**config.mk**
```make
export PLATFORM = sky130hd
export DESIGN_NAME = rxb_packetizer
export DESIGN_NICKNAME = d
export VERILOG_FILES = /design/src/rtl/rxb_pkg.sv /design/src/rtl/rxb_limit.sv /design/src/rtl/rxb_idle_timer.sv /design/src/rtl/rxb_packetizer.sv
export SDC_FILE = /design/constraint.sdc
export NUM_CORES = 1
export LEC_CHECK = 0
export BUFFER_PORTS_ARGS = -buffer_cell sky130_fd_sc_hd__buf_4
export CAP_MARGIN = 20
export CORE_MARGIN = 1
export CORE_UTILIZATION = 34
export CTS_CLUSTER_DIAMETER = 30
export DETAILED_ROUTE_END_ITERATION = 10
export PLACE_DENSITY = 0.69
export SLEW_MARGIN = 30
export SYNTH_ARGS = -nofsm -noshare
export SYNTH_HDL_FRONTEND = slang
export SYNTH_SLANG_ARGS = --single-unit
```
**constraint.sdc**
```tcl
create_clock -name clk -period 4.5 [get_ports clk]
set_input_delay 0.9 -clock clk [delete_from_list [all_inputs] [get_ports clk]]
set_output_delay 0.9 -clock clk [all_outputs]
set_load 0.01 [all_outputs]
```
**src/rtl/rxb_pkg.sv**
```systemverilog
package rxb_pkg;

    typedef enum logic {
        ST_COLLECT = 1'b0,
        ST_DRAIN   = 1'b1
    } rxb_state_e;

endpackage

```
**src/rtl/rxb_limit.sv**
```systemverilog
// Derives the effective packet size limit and whether single-byte forwarding applies.
module rxb_limit #(
    parameter int CNT_W       = 8,
    parameter int BAUD_W      = 24,
    parameter int LOWLAT_BAUD = 40961
) (
    input  logic [CNT_W-1:0]  max_pkt,
    input  logic              cdc_mode,
    input  logic              low_latency,
    input  logic [BAUD_W-1:0] baud_rate,
    output logic [CNT_W-1:0]  limit,
    output logic              bypass
);

    localparam logic [BAUD_W-1:0] SLOW_RATE = BAUD_W'(LOWLAT_BAUD);

    always_comb begin
        limit = cdc_mode ? (max_pkt - CNT_W'(1)) : max_pkt;
        if (limit == '0) begin
            limit = CNT_W'(1);
        end
        bypass = low_latency | (baud_rate < SLOW_RATE);
    end

endmodule

```
**src/rtl/rxb_idle_timer.sv**
```systemverilog
// Counts character ticks while bytes wait and no new byte arrives.
module rxb_idle_timer #(
    parameter int CNT_W      = 8,
    parameter int IDLE_CHARS = 3
) (
    input  logic             clk,
    input  logic             rst_n,
    input  logic [CNT_W-1:0] fifo_count,
    input  logic             char_tick,
    input  logic             busy,
    output logic             expired
);

    localparam int TW = $clog2(IDLE_CHARS + 1);
    localparam logic [TW-1:0] LIMIT = TW'(IDLE_CHARS);

    typedef struct packed {
        logic [CNT_W-1:0] prev_cnt;
        logic [TW-1:0]    chars;
    } tmr_t;

    tmr_t tmr_d, tmr_q;

    always_comb begin
        tmr_d          = tmr_q;
        tmr_d.prev_cnt = fifo_count;
        if (busy || fifo_count == '0 || fifo_count != tmr_q.prev_cnt) begin
            tmr_d.chars = '0;
        end else if (char_tick && tmr_q.chars != LIMIT) begin
            tmr_d.chars = tmr_q.chars + TW'(1);
        end
        expired = (tmr_q.chars == LIMIT) && (fifo_count != '0) && !busy;
    end

    always_ff @(posedge clk or negedge rst_n) begin
        if (!rst_n) begin
            tmr_q <= '0;
        end else begin
            tmr_q <= tmr_d;
        end
    end

endmodule

```
**src/rtl/rxb_packetizer.sv**
```systemverilog
module rxb_packetizer
    import rxb_pkg::*;
#(
    parameter int DATA_W      = 8,
    parameter int CNT_W       = 8,
    parameter int BAUD_W      = 24,
    parameter int IDLE_CHARS  = 3,
    parameter int LOWLAT_BAUD = 40961
) (
    input  logic              clk,
    input  logic              rst_n,
    input  logic [DATA_W-1:0] fifo_data,
    input  logic [CNT_W-1:0]  fifo_count,
    output logic              fifo_pop,
    input  logic              char_tick,
    input  logic [CNT_W-1:0]  max_pkt,
    input  logic              cdc_mode,
    input  logic              low_latency,
    input  logic [BAUD_W-1:0] baud_rate,
    output logic [DATA_W-1:0] m_data,
    output logic              m_valid,
    output logic              m_last,
    input  logic              m_ready
);

    typedef struct packed {
        rxb_state_e       state;
        logic [CNT_W-1:0] remain;
    } pk_t;

    pk_t pk_d, pk_q;

    logic [CNT_W-1:0] limit;
    logic             bypass;
    logic             expired;

    rxb_limit #(
        .CNT_W      (CNT_W),
        .BAUD_W     (BAUD_W),
        .LOWLAT_BAUD(LOWLAT_BAUD)
    ) u_limit (
        .max_pkt    (max_pkt),
        .cdc_mode   (cdc_mode),
        .low_latency(low_latency),
        .baud_rate  (baud_rate),
        .limit      (limit),
        .bypass     (bypass)
    );

    rxb_idle_timer #(
        .CNT_W     (CNT_W),
        .IDLE_CHARS(IDLE_CHARS)
    ) u_timer (
        .clk       (clk),
        .rst_n     (rst_n),
        .fifo_count(fifo_count),
        .char_tick (char_tick),
        .busy      (pk_q.state == ST_DRAIN),
        .expired   (expired)
    );

    always_comb begin
        pk_d     = pk_q;
        fifo_pop = 1'b0;
        m_valid  = 1'b0;
        m_last   = 1'b0;
        m_data   = fifo_data;
        unique case (pk_q.state)
            ST_COLLECT: begin
                if (fifo_count != '0) begin
                    if (bypass) begin
                        pk_d.state  = ST_DRAIN;
                        pk_d.remain = CNT_W'(1);
                    end else if (fifo_count >= limit) begin
                        pk_d.state  = ST_DRAIN;
                        pk_d.remain = limit;
                    end else if (expired) begin
                        pk_d.state  = ST_DRAIN;
                        pk_d.remain = fifo_count;
                    end
                end
            end
            ST_DRAIN: begin
                m_valid = 1'b1;
                m_last  = (pk_q.remain == CNT_W'(1));
                if (m_ready) begin
                    fifo_pop    = 1'b1;
                    pk_d.remain = pk_q.remain - CNT_W'(1);
                    if (pk_q.remain == CNT_W'(1)) begin
                        pk_d.state = ST_COLLECT;
                    end
                end
            end
            default: pk_d = pk_q;
        endcase
    end

    always_ff @(posedge clk or negedge rst_n) begin
        if (!rst_n) begin
            pk_q <= '{state: ST_COLLECT, remain: '0};
        end else begin
            pk_q <= pk_d;
        end
    end

endmodule

```
==> flow_summary.yaml, run 1 <==
status:
  outcome: "completed"
logic_synthesis:
  synth_area_mm2: 0.00155
  synth_top_area_share_pct: 30.6
  syn-num-nets: 248
  netlist.top_cell.by_area: "dfrtp_1"
  syn_avg_cell_area_um2: 8.53
  synthDistinctLibCells: 40
  syn_inst: 182
  ys_seq_area_share_pct: 30.6
  synth.area.top_cells: "dfrtp_1 31%, ha_1 9.7%, xor2_1 7.3%"
  ys_seq_elements: 19
  yosysWarnings: 0
global_routing:
  grt_pass1_wl_mm: 5.93
  grt_max_degree: 20
  grt_use_total_pct: 15.1
  overflow: 0
  antenna_found_initial: 0
  grt_pass1_vias: 1328
timing:
  rsz0062_at_grt: "false"
  setup_violations: 0
  relSlewSlack_pct: 63.1
  max_freq_mhz: 289
  worst_clock_skew_ns: 0.00574
  hold_slack_ns: 0.510
  totalNegativeSetupSlack_ns: 0
  worstMarginPinSlew_ns: 0.553
  drv_slew: 0
  finalHoldViolations: 0
  fin_crit_sh_pct: 76.8
  layout_min_cycle_time_ns: 3.46
  setup_slack_ns: 1.04
setup_path:
  worstPathCellList: "buf_4, inv_1, ha_1, nor4bb_1, xnor2_1, nand4_1, o21ai_0, ha_1, nand2b_1, a21oi_1, o31ai_2, o31ai_4, o211ai_1, o311ai_0"
  crit_family: "compound AO/OA/AOI/OAI gates"
  crit_arrival_ns: 3.58
  path_common_cell: "ha_1"
  cp.required_ns: 4.63
  cpMaxStageDelayCell: "o31ai_4"
  cp-end-kind: "flop"
  cp-start-kind: "primary input"
  critical_path.max_fanout: 9
  critPathMaxStageDelay_ns: 0.43
  path_class: "primary input to flop"
  timing.critical_path.buf_inv: 2
clock_tree:
  htree_num_levels: 1
  cts_tree: "done"
  clockBufferDepth: 2
  path_clk_slew_ns: 0.07
  cts_buffers: 3
  cts_root_buffer: "clkbuf_8"
  cts.sinks: 19
  cts_resized: 0
  clock_latency_ns: 0.25
  ctsHoldBuffers: 0
  postCtsSetupBuffers: 0
power:
  p_int_uw: 403
  leakagePower_nw: 0.887
  power_frac_seq_pct: 39.3
  power.density_mw_per_mm2: 331
  switching_power_uw: 244
  combPwrFrac_pct: 42.8
  total_power_uw: 647
  switching_share_pct: 37.7
  pwr-share-clk_pct: 17.9
  ir_drop_v: 0.000122
cells_and_area:
  layout_common_cells: "49 x buf_4, 26 x nand2_1, 19 x dfrtp_1, 14 x a21oi_1, 13 x xor2_1"
  layout_commonest_cell: "buf_4"
  fillers: 460
  n_antenna_cell: 0
  drive_above_1_share_pct: 25.4
  area_delta_synth_final_pct: 25.9
  stdcell_count: 276
  nNetsFinal: 291
place:
  place_congestion: 0.818
  port_buffers: 48
  dpl.cell_count: 272
  pre_cts_ws_ns: 0.727
  hpwl_mm: 2.89
routing:
  wire_per_inst_um: 12.6
  drc: 0
  drtIter0Drc: 56
  ant_nets: 0
  dr.pass1.iters: 4
  vias: 1467
  vias_per_cell: 5.32
  routed_wl_mm: 3.49
die:
  die_height_um: 69.6
  fp.dieArea_mm2: 0.00484
  num_rows: 24
  initial_core_util_pct: 35.4
  coreArea_mm2: 0.00438
  num_io_pins: 65
  die_x_um: 69.6
run:
  drv_cap: 0
min_path:
  hold_class: "primary input to asynchronous set/reset pin"
==> worst paths after layout <==
kind | start | to | slack, ns | cells past startpoint
setup reg to reg | u_timer.tmr_q[0]$_DFFE_PN0P_ | pk_q[4]$_DFFE_PN0P_ | 2.71 | 6
setup / recovery | max_pkt[1] | pk_q[7]$_DFFE_PN0P_ | 1.04 | 14
hold reg to reg | u_timer.tmr_q[1]$_DFFE_PN0P_ | u_timer.tmr_q[1]$_DFFE_PN0P_ | 0.53 | 2
min in group clk | u_timer.tmr_q[1]$_DFFE_PN0P_ | u_timer.tmr_q[1]$_DFFE_PN0P_ | 0.53 | 2
max in group asynchronous | rst_n | u_timer.tmr_q[6]$_DFF_PN0_ | 3.79 | 1
hold / removal | rst_n | pk_q[8]$_DFF_PN0_ | 0.51 | 1
==> per-layer routing <==
metal | vias up | wire length, um | global-route usage, %
li1 | 732 | - | -
met1 | 662 | 1500 | 20.4
met2 | 69 | 1590 | 23.7
met3 | 4 | 360 | 3.34
met4 | 0 | 42 | 5.67
met5 | - | 0 | 0
==> synthesized netlist by cell type <==
cell type,n
a211oi_1,1
a21o_1,2
a21oi_1,14
a221o_1,1
a31oi_1,1
and2_1,1
buf_2,1
buf_4,8
buf_6,1
clkbuf_1,1
dfrtp_1,19
ha_1,12
inv_1,9
mux2_2,2
mux2i_1,7
nand2_1,26
nand2b_1,3
nand3_1,6
nand3b_1,1
nand4_1,2
nor2_1,12
nor2b_1,1
nor3_1,4
nor4_1,9
nor4b_1,2
nor4bb_1,1
o211ai_1,3
o21a_1,1
o21ai_0,3
o21ai_1,3
o221ai_1,1
o311ai_0,1
o31ai_1,1
o31ai_4,1
o32ai_1,1
or2_2,1
or3_1,1
or4_1,1
xnor2_1,4
xor2_1,13
==> power by group through the flow <==
stage	clock network, mW	registers, mW	logic, mW
after detailed placement	0	0.256	0.279
after global placement	0	0.256	0.272
after floorplan	0	0.245	0.194
after CTS	0.119	0.253	0.279
after global routing	0.127	0.259	0.314
final	0.116	0.254	0.277
==> cell type report <==
| type | count | area [um^2] | share of cell area, % |
|---|---|---|---|
| tap | 52 | 65.1 | 3.33 |
| multi-input combinational | 143 | 968 | 49.5 |
| clock buffer | 4 | 45.0 | 2.30 |
| timing repair buffer | 49 | 368 | 18.8 |
| sequential | 19 | 475 | 24.3 |
| inverter | 9 | 33.8 | 1.73 |
==> sequential cells by signal (all words and copies together) (netlist names) <==
register	count
pk_q	9
u_timer.tmr_q	10
==> cells by family (layout without fill, tap and decap cells) <==
group	after synthesis	count (layout)	share of synthesized area [%]
simple gates	71	71	22.4
compound gates	34	34	14.4
buf+inv	20	62	7.33
flops	19	19	30.6
xor+xnor	17	17	9.59
fa+ha+maj	12	12	9.67
mux	9	9	5.96
==> per-stage QoR <==
stage,utilization [%],instance area [um^2]
final,44.6,1960
after global routing,44.6,1960
after CTS,44.6,1960
after detailed placement,43.6,1910
after global placement,43.6,1910
after floorplan,-,1550
No activity file was read; power rests on OpenSTA's default activity.
==> inputs of run 2 (changes only) <==
- ABC_AREA: not set -> 1
- PLACE_DENSITY: 0.69 -> 0.68
- clock period: 4.5 -> 3.35 ns (I/O delays scaled with it)
==> run 2 against run 1 <==
Effect of this change: flip-flop and latch count unchanged; wire length increased by 14%; cell count increased by 36%; die area increased by 13%.
==> flow_summary.yaml, run 2 <==
logic_synthesis:
  ys_seq_area_share_pct: 27.0
  synthMuxAreaShare_pct: 0
  synth_compound_area_share_pct: 7.90
  synth_area_mm2: 0.00176
  synthXorXnorAreaFrac_pct: 6.48
  yosysWarnings: 0
  synth_flop_cell: "dfrtp_1"
  netlist.top_cell.by_area: "dfrtp_1"
  synth_top_area_share_pct: 27.0
  syn_inst: 267
  yosys.area_share.simple_pct: 38.3
  syn-num-nets: 333
  yosysMostFrequentCell: "nand2_1"
  synth-adder-area-share_pct: 8.54
  ys_seq_elements: 19
  synthDistinctLibCells: 25
  synth_top_family_by_area: "simple AND/OR/NAND/NOR gates"
  synthTopCellsByCount: "66 x nand2_1, 39 x nor2_1, 35 x inv_1"
  synth_edf_count: 0
  syn_avg_cell_area_um2: 6.58
  async_flop_share_pct: 100
  synth.area.top_cells: "dfrtp_1 27%, nand2_1 14%, ha_1 8.5%"
clock_tree:
  postCtsSetupBuffers: 0
  cts_root_buffer: "clkbuf_8"
  cts_buffers: 3
  htree_num_levels: 1
  cts_tree: "done"
  ctsHoldBuffers: 0
  path_clk_slew_ns: 0.08
  cts_resized: 0
  cts.sinks: 19
  clockBufferDepth: 2
  clock_latency_ns: 0.26
power:
  switching_share_pct: 39.5
  switching_power_uw: 350
  pwr-share-clk_pct: 18.4
  p_int_uw: 536
  leakagePower_nw: 1.17
  combPwrFrac_pct: 44.4
  power.density_mw_per_mm2: 408
  ir_drop_v: 0.000187
  total_power_uw: 886
  power_frac_seq_pct: 37.2
cells_and_area:
  final_util_pct: 44.8
  largest_reg_flops: 10
  fillers: 509
  regMostFlops: "u_timer.tmr_q"
  regArea_um2: 475
  layout_commonest_cell: "nand2_1"
  n_antenna_cell: 0
  nNetsFinal: 376
  drive_above_1_share_pct: 22.0
  reg_top3: "u_timer.tmr_q: 10 flops, pk_q: 9 flops"
  multi_input_comb_area_mm2: 0.00108
  layout_common_cells: "66 x nand2_1, 48 x buf_4, 39 x nor2_1, 35 x inv_1, 24 x nand3_1"
  area_delta_synth_final_pct: 23.6
timing:
  relSlewSlack_pct: 74.3
  max_freq_mhz: 374
  drv_slew: 0
  rsz0062_at_grt: "false"
  fin_crit_sh_pct: 79.9
  layout_min_cycle_time_ns: 2.68
  totalNegativeSetupSlack_ns: 0
  finalHoldViolations: 0
  setup_violations: 0
  setup_slack_ns: 0.674
  worstMarginPinSlew_ns: 0.383
  worst_clock_skew_ns: 0.00812
  hold_slack_ns: 0.271
global_routing:
  grt_use_met3_pct: 2.74
  grt_pass1_vias: 1571
  grt_use_met1_pct: 20.6
  gr-usage-met2_pct: 27.4
  grt_max_degree: 20
  grt_use_total_pct: 16.0
  grt_pass1_wl_mm: 6.76
  top_usage_layer: "met2"
  antenna_found_initial: 0
  overflow: 0
die:
  die_x_um: 73.9
  initial_core_util_pct: 36.3
  coreArea_mm2: 0.00485
  fp.dieArea_mm2: 0.00546
  num_rows: 25
  die_height_um: 73.9
  num_io_pins: 65
routing:
  dr.pass1.iters: 4
  drc: 0
  routed_wl_mm: 3.99
  ant_nets: 0
  drtIter0Drc: 72
  vias_per_cell: 4.49
  wire_per_inst_um: 10.6
  vias: 1689
setup_path:
  crit_path_start: "max_pkt[0]"
  path_class: "primary input to flop"
  critical_path.max_fanout: 17
  crit_arrival_ns: 2.88
  cp-start-kind: "primary input"
  r2r_start: "pk_q[8]$_DFF_PN0_"
  rrSetupSlack_ns: 1.86
  cp-end-kind: "flop"
  cp.required_ns: 3.56
place:
  port_buffers: 48
  pre_cts_ws_ns: 0.384
  hpwl_mm: 3.32
  place_congestion: 0.851
run:
  drv_cap: 0
status:
  outcome: "completed"
min_path:
  hold_class: "primary input to asynchronous set/reset pin"
-- run 2: cell count changes after synthesis, sizes merged, moves of 7 or more --
cell,delta
inv,+26
nand3,+21
nor4,-7
nand2,+44
nor2,+33
mux2i,-7
-- run 2: metal layers --
layer	up-vias	wire length [um]
met2	27	1920
met4	0	42
met3	4	148
met5	-	0
met1	739	1880
li1	919	-
-- run 2: final timing paths --
path | cells after the start | end
max in group asynchronous | 1 | pk_q[3]$_DFFE_PN0P_
min reg2reg | 2 | u_timer.tmr_q[1]$_DFFE_PN0P_
min in group clk | 2 | u_timer.tmr_q[1]$_DFFE_PN0P_
max | 20 | pk_q[0]$_DFFE_PN0P_
min | 1 | u_timer.tmr_q[0]$_DFFE_PN0P_
max reg2reg | 8 | pk_q[2]$_DFFE_PN0P_
-- run 2: critical path, stage by stage --
cell and delay, ns:
buf_4 0.11, inv_1 0.08, ha_1 0.17, nand3_1 0.10, o21ai_0 0.16, nand2_1 0.12, nor2_1 0.14, nand3_2 0.09
nand2_2 0.07, ha_1 0.14, o21bai_1 0.07, nand2_1 0.05, nand2_1 0.04, nand2_1 0.06, nand3_2 0.22, nor2_1 0.16
nand2_1 0.08, nand2_2 0.15, nand3_1 0.11, nand3_2 0.08
-- run 2: layout make-up --
cell class                      instances  share of cell area (%)
Multi-Input combinational cell        203                    49.5
Sequential cell                        19                    21.9
Timing Repair Buffer                   48                    16.6
Inverter                               35                    6.04
Tap cell                               67                    3.86
Clock buffer                            3                    1.90
Clock inverter                          1                   0.230
-- run 2: per-stage QoR --
stage | cells | cell area [um^2]
floorplan | 267 | 1760
global placement | 372 | 2130
detailed placement | 372 | 2130
CTS | 376 | 2170
global route | 376 | 2170
finish | 376 | 2170
-- run 2: cells by family (layout without fill, tap and decap cells) --
group	count (synthesis)	in the layout
AND/OR/NAND/NOR	153	153
adder cells (fa/ha/maj)	12	12
buffers and inverters	45	87
flip-flops	19	19
AO/OA/AOI/OAI	25	25
XOR/XNOR	13	13
-- run 2: power by group through the flow --
stage	registers, mW	logic (mW)	clock network [mW]
6_report	0.330	0.393	0.163
5_1_grt	0.336	0.449	0.180
4_1_cts	0.329	0.395	0.172
3_5_place_dp	0.333	0.393	0
3_3_place_gp	0.332	0.386	0
2_1_floorplan	0.324	0.283	0
==> inputs of run 3 (changes only) <==
- PLACE_DENSITY: 0.68 -> 0.7
- clock period: 3.35 -> 2.46 ns (I/O delays scaled with it)
==> run 3 against run 2 <==
Effect of this change: cell count rose by 5.1%; global-route usage rose by 0.36 points; sequential share of layout area fell by 1.9 points; register-to-register slack got worse by 0.89 ns; critical path depth rose by 2; core utilization rose by 4.2 points; worst hold slack got worse by 0.18 ns; final area rose by 9.4%; worst setup slack got worse by 0.47 ns; non-clock buffer count rose by 19.
==> flow_summary.yaml, run 3 (synthesis results as in run 2) <==
clock_tree:
  cts_root_buffer: "clkbuf_8"
  htree_num_levels: 1
  clockBufferDepth: 2
  cts_tree: "done"
  cts_buffers: 3
  cts.sinks: 19
  clock_latency_ns: 0.26
  path_clk_slew_ns: 0.08
  ctsHoldBuffers: 0
routing:
  routed_wl_mm: 4.21
  drtIter0Drc: 62
  vias: 1769
  vias_per_cell: 4.48
  dr.pass1.iters: 4
  wl_met1_mm: 1.96
  drc: 0
  highest_layer: "met4"
  ant_nets: 0
  dr_wl_met2_mm: 2.10
  met3WireLength_um: 126
  wire_per_inst_um: 10.7
power:
  switching_power_uw: 488
  power.density_mw_per_mm2: 527
  ir_drop_v: 0.000260
  power_frac_seq_pct: 35.6
  p_int_uw: 766
  combPwrFrac_pct: 46.7
  pwr-share-clk_pct: 17.7
  leakagePower_nw: 1.27
  switching_share_pct: 38.9
  total_power_mw: 1.25
min_path:
  hold_class: "primary input to asynchronous set/reset pin"
timing:
  layout_min_cycle_time_ns: 2.26
  totalNegativeSetupSlack_ns: 0
  fin_crit_sh_pct: 91.9
  relSlewSlack_pct: 76.1
  worstMarginPinSlew_ns: 0.355
  setup_violations: 0
  finalHoldViolations: 0
  max_freq_mhz: 442
  worst_clock_skew_ns: 0.00911
  drv_slew: 0
die:
  die_x_um: 73.9
  coreArea_mm2: 0.00485
  die_height_um: 73.9
  fp.dieArea_mm2: 0.00546
  initial_core_util_pct: 36.3
  num_rows: 25
  num_io_pins: 65
place:
  place_congestion: 0.815
  hpwl_mm: 3.39
  port_buffers: 48
  dpl.cell_count: 388
cells_and_area:
  nNetsFinal: 395
  reg_top3: "u_timer.tmr_q: 10 flops, pk_q: 9 flops"
  largest_reg_flops: 10
  area_delta_synth_final_pct: 35.3
  layout_common_cells: "65 x buf_4, 64 x nand2_1, 38 x nor2_1, 33 x inv_1, 23 x nand3_1"
  final_util_pct: 49.1
  drive_above_1_share_pct: 29.6
  stdcell_count: 395
  layout_commonest_cell: "buf_4"
  regMostFlops: "u_timer.tmr_q"
  n_antenna_cell: 0
setup_path:
  cp-end-kind: "flop"
  cp-start-kind: "primary input"
  crit_arrival_ns: 2.42
  critical_path.max_fanout: 5
  cp.required_ns: 2.62
  path_class: "primary input to flop"
global_routing:
  grt_use_total_pct: 16.3
  grt_pass1_wl_mm: 6.90
  grt_max_degree: 20
  grt_pass1_vias: 1644
  antenna_found_initial: 0
  overflow: 0
status:
  outcome: "completed"
run:
  drv_cap: 0
## run 3: cell types whose count changed in the layout (fill, tap and decap cells not counted), sizes merged
cell,previous run,this run
buf,48,67
## run 3: cell type report
cell class,count,area (um^2)
well taps,67,83.8
clock buffers,3,41.3
fillers,516,2470
inverters,35,136
flip-flops and latches,19,475
repair buffers,67,504
clock inverters,1,5.00
multi-input cells,203,1130
## run 3: critical path, stage by stage
cell,delay [ns]
buf_4,0.12
inv_4,0.06
ha_4,0.14
nand2_4,0.05
nor2_4,0.11
nand2_1,0.05
nand2_1,0.07
nand2_2,0.07
nor2_2,0.09
nand3_2,0.08
nand2_2,0.09
ha_4,0.12
o21bai_1,0.06
nand2_1,0.07
nand2_1,0.05
nand2_1,0.07
nand3_2,0.12
buf_2,0.18
nand2_1,0.05
o21ai_0,0.08
a21oi_1,0.13
nand2_1,0.06
## run 3: power groups by stage
stage | Sequential [mW] | Combinational [mW] | Clock (mW)
6_report | 0.447 | 0.585 | 0.222
5_1_grt | 0.456 | 0.658 | 0.240
4_1_cts | 0.447 | 0.563 | 0.222
3_5_place_dp | 0.453 | 0.558 | 0
3_3_place_gp | 0.450 | 0.548 | 0
2_1_floorplan | 0.441 | 0.386 | 0
## run 3: worst paths after layout
| check | start | endpoint | slack [ns] | cells after the start |
|---|---|---|---|---|
| worst min register to register | u_timer.tmr_q[1]$_DFFE_PN0P_ | u_timer.tmr_q[1]$_DFFE_PN0P_ | 0.54 | 2 |
| worst max register to register | pk_q[8]$_DFF_PN0_ | pk_q[0]$_DFFE_PN0P_ | 0.97 | 8 |
| worst min-delay path | rst_n | pk_q[7]$_DFFE_PN0P_ | 0.09 | 1 |
| max in group asynchronous | rst_n | u_timer.tmr_q[3]$_DFF_PN0_ | 2.16 | 1 |
| worst max-delay path | max_pkt[1] | pk_q[4]$_DFFE_PN0P_ | 0.20 | 22 |
| min in group clk | fifo_count[4] | u_timer.tmr_q[6]$_DFF_PN0_ | 0.39 | 1 |
## run 3: what timing repair did
item / CTS / global route
resized for setup: 0 / 21
setup buffers: 0 / 2
endpoints found under the setup margin: 0 / 9
## run 3: routing by layer
metal  vias up  GRT usage, %
li1        965             -
met5         -             0
met3         4          3.29
met1       776          19.7
met2        24          29.4
met4         0          4.06
## run 3: per-stage QoR
stage / setup WS, ns / area (um^2) / hold WS [ns]
CTS: 0.0412 / 2290 / 0.0973
finish: 0.200 / 2380 / 0.0883
global placement: -0.171 / 2250 / 0.381
detailed placement: -0.236 / 2250 / 0.382
global route: -0.00721 / 2380 / 0.103
floorplan: 0.140 / 1760 / 0.196
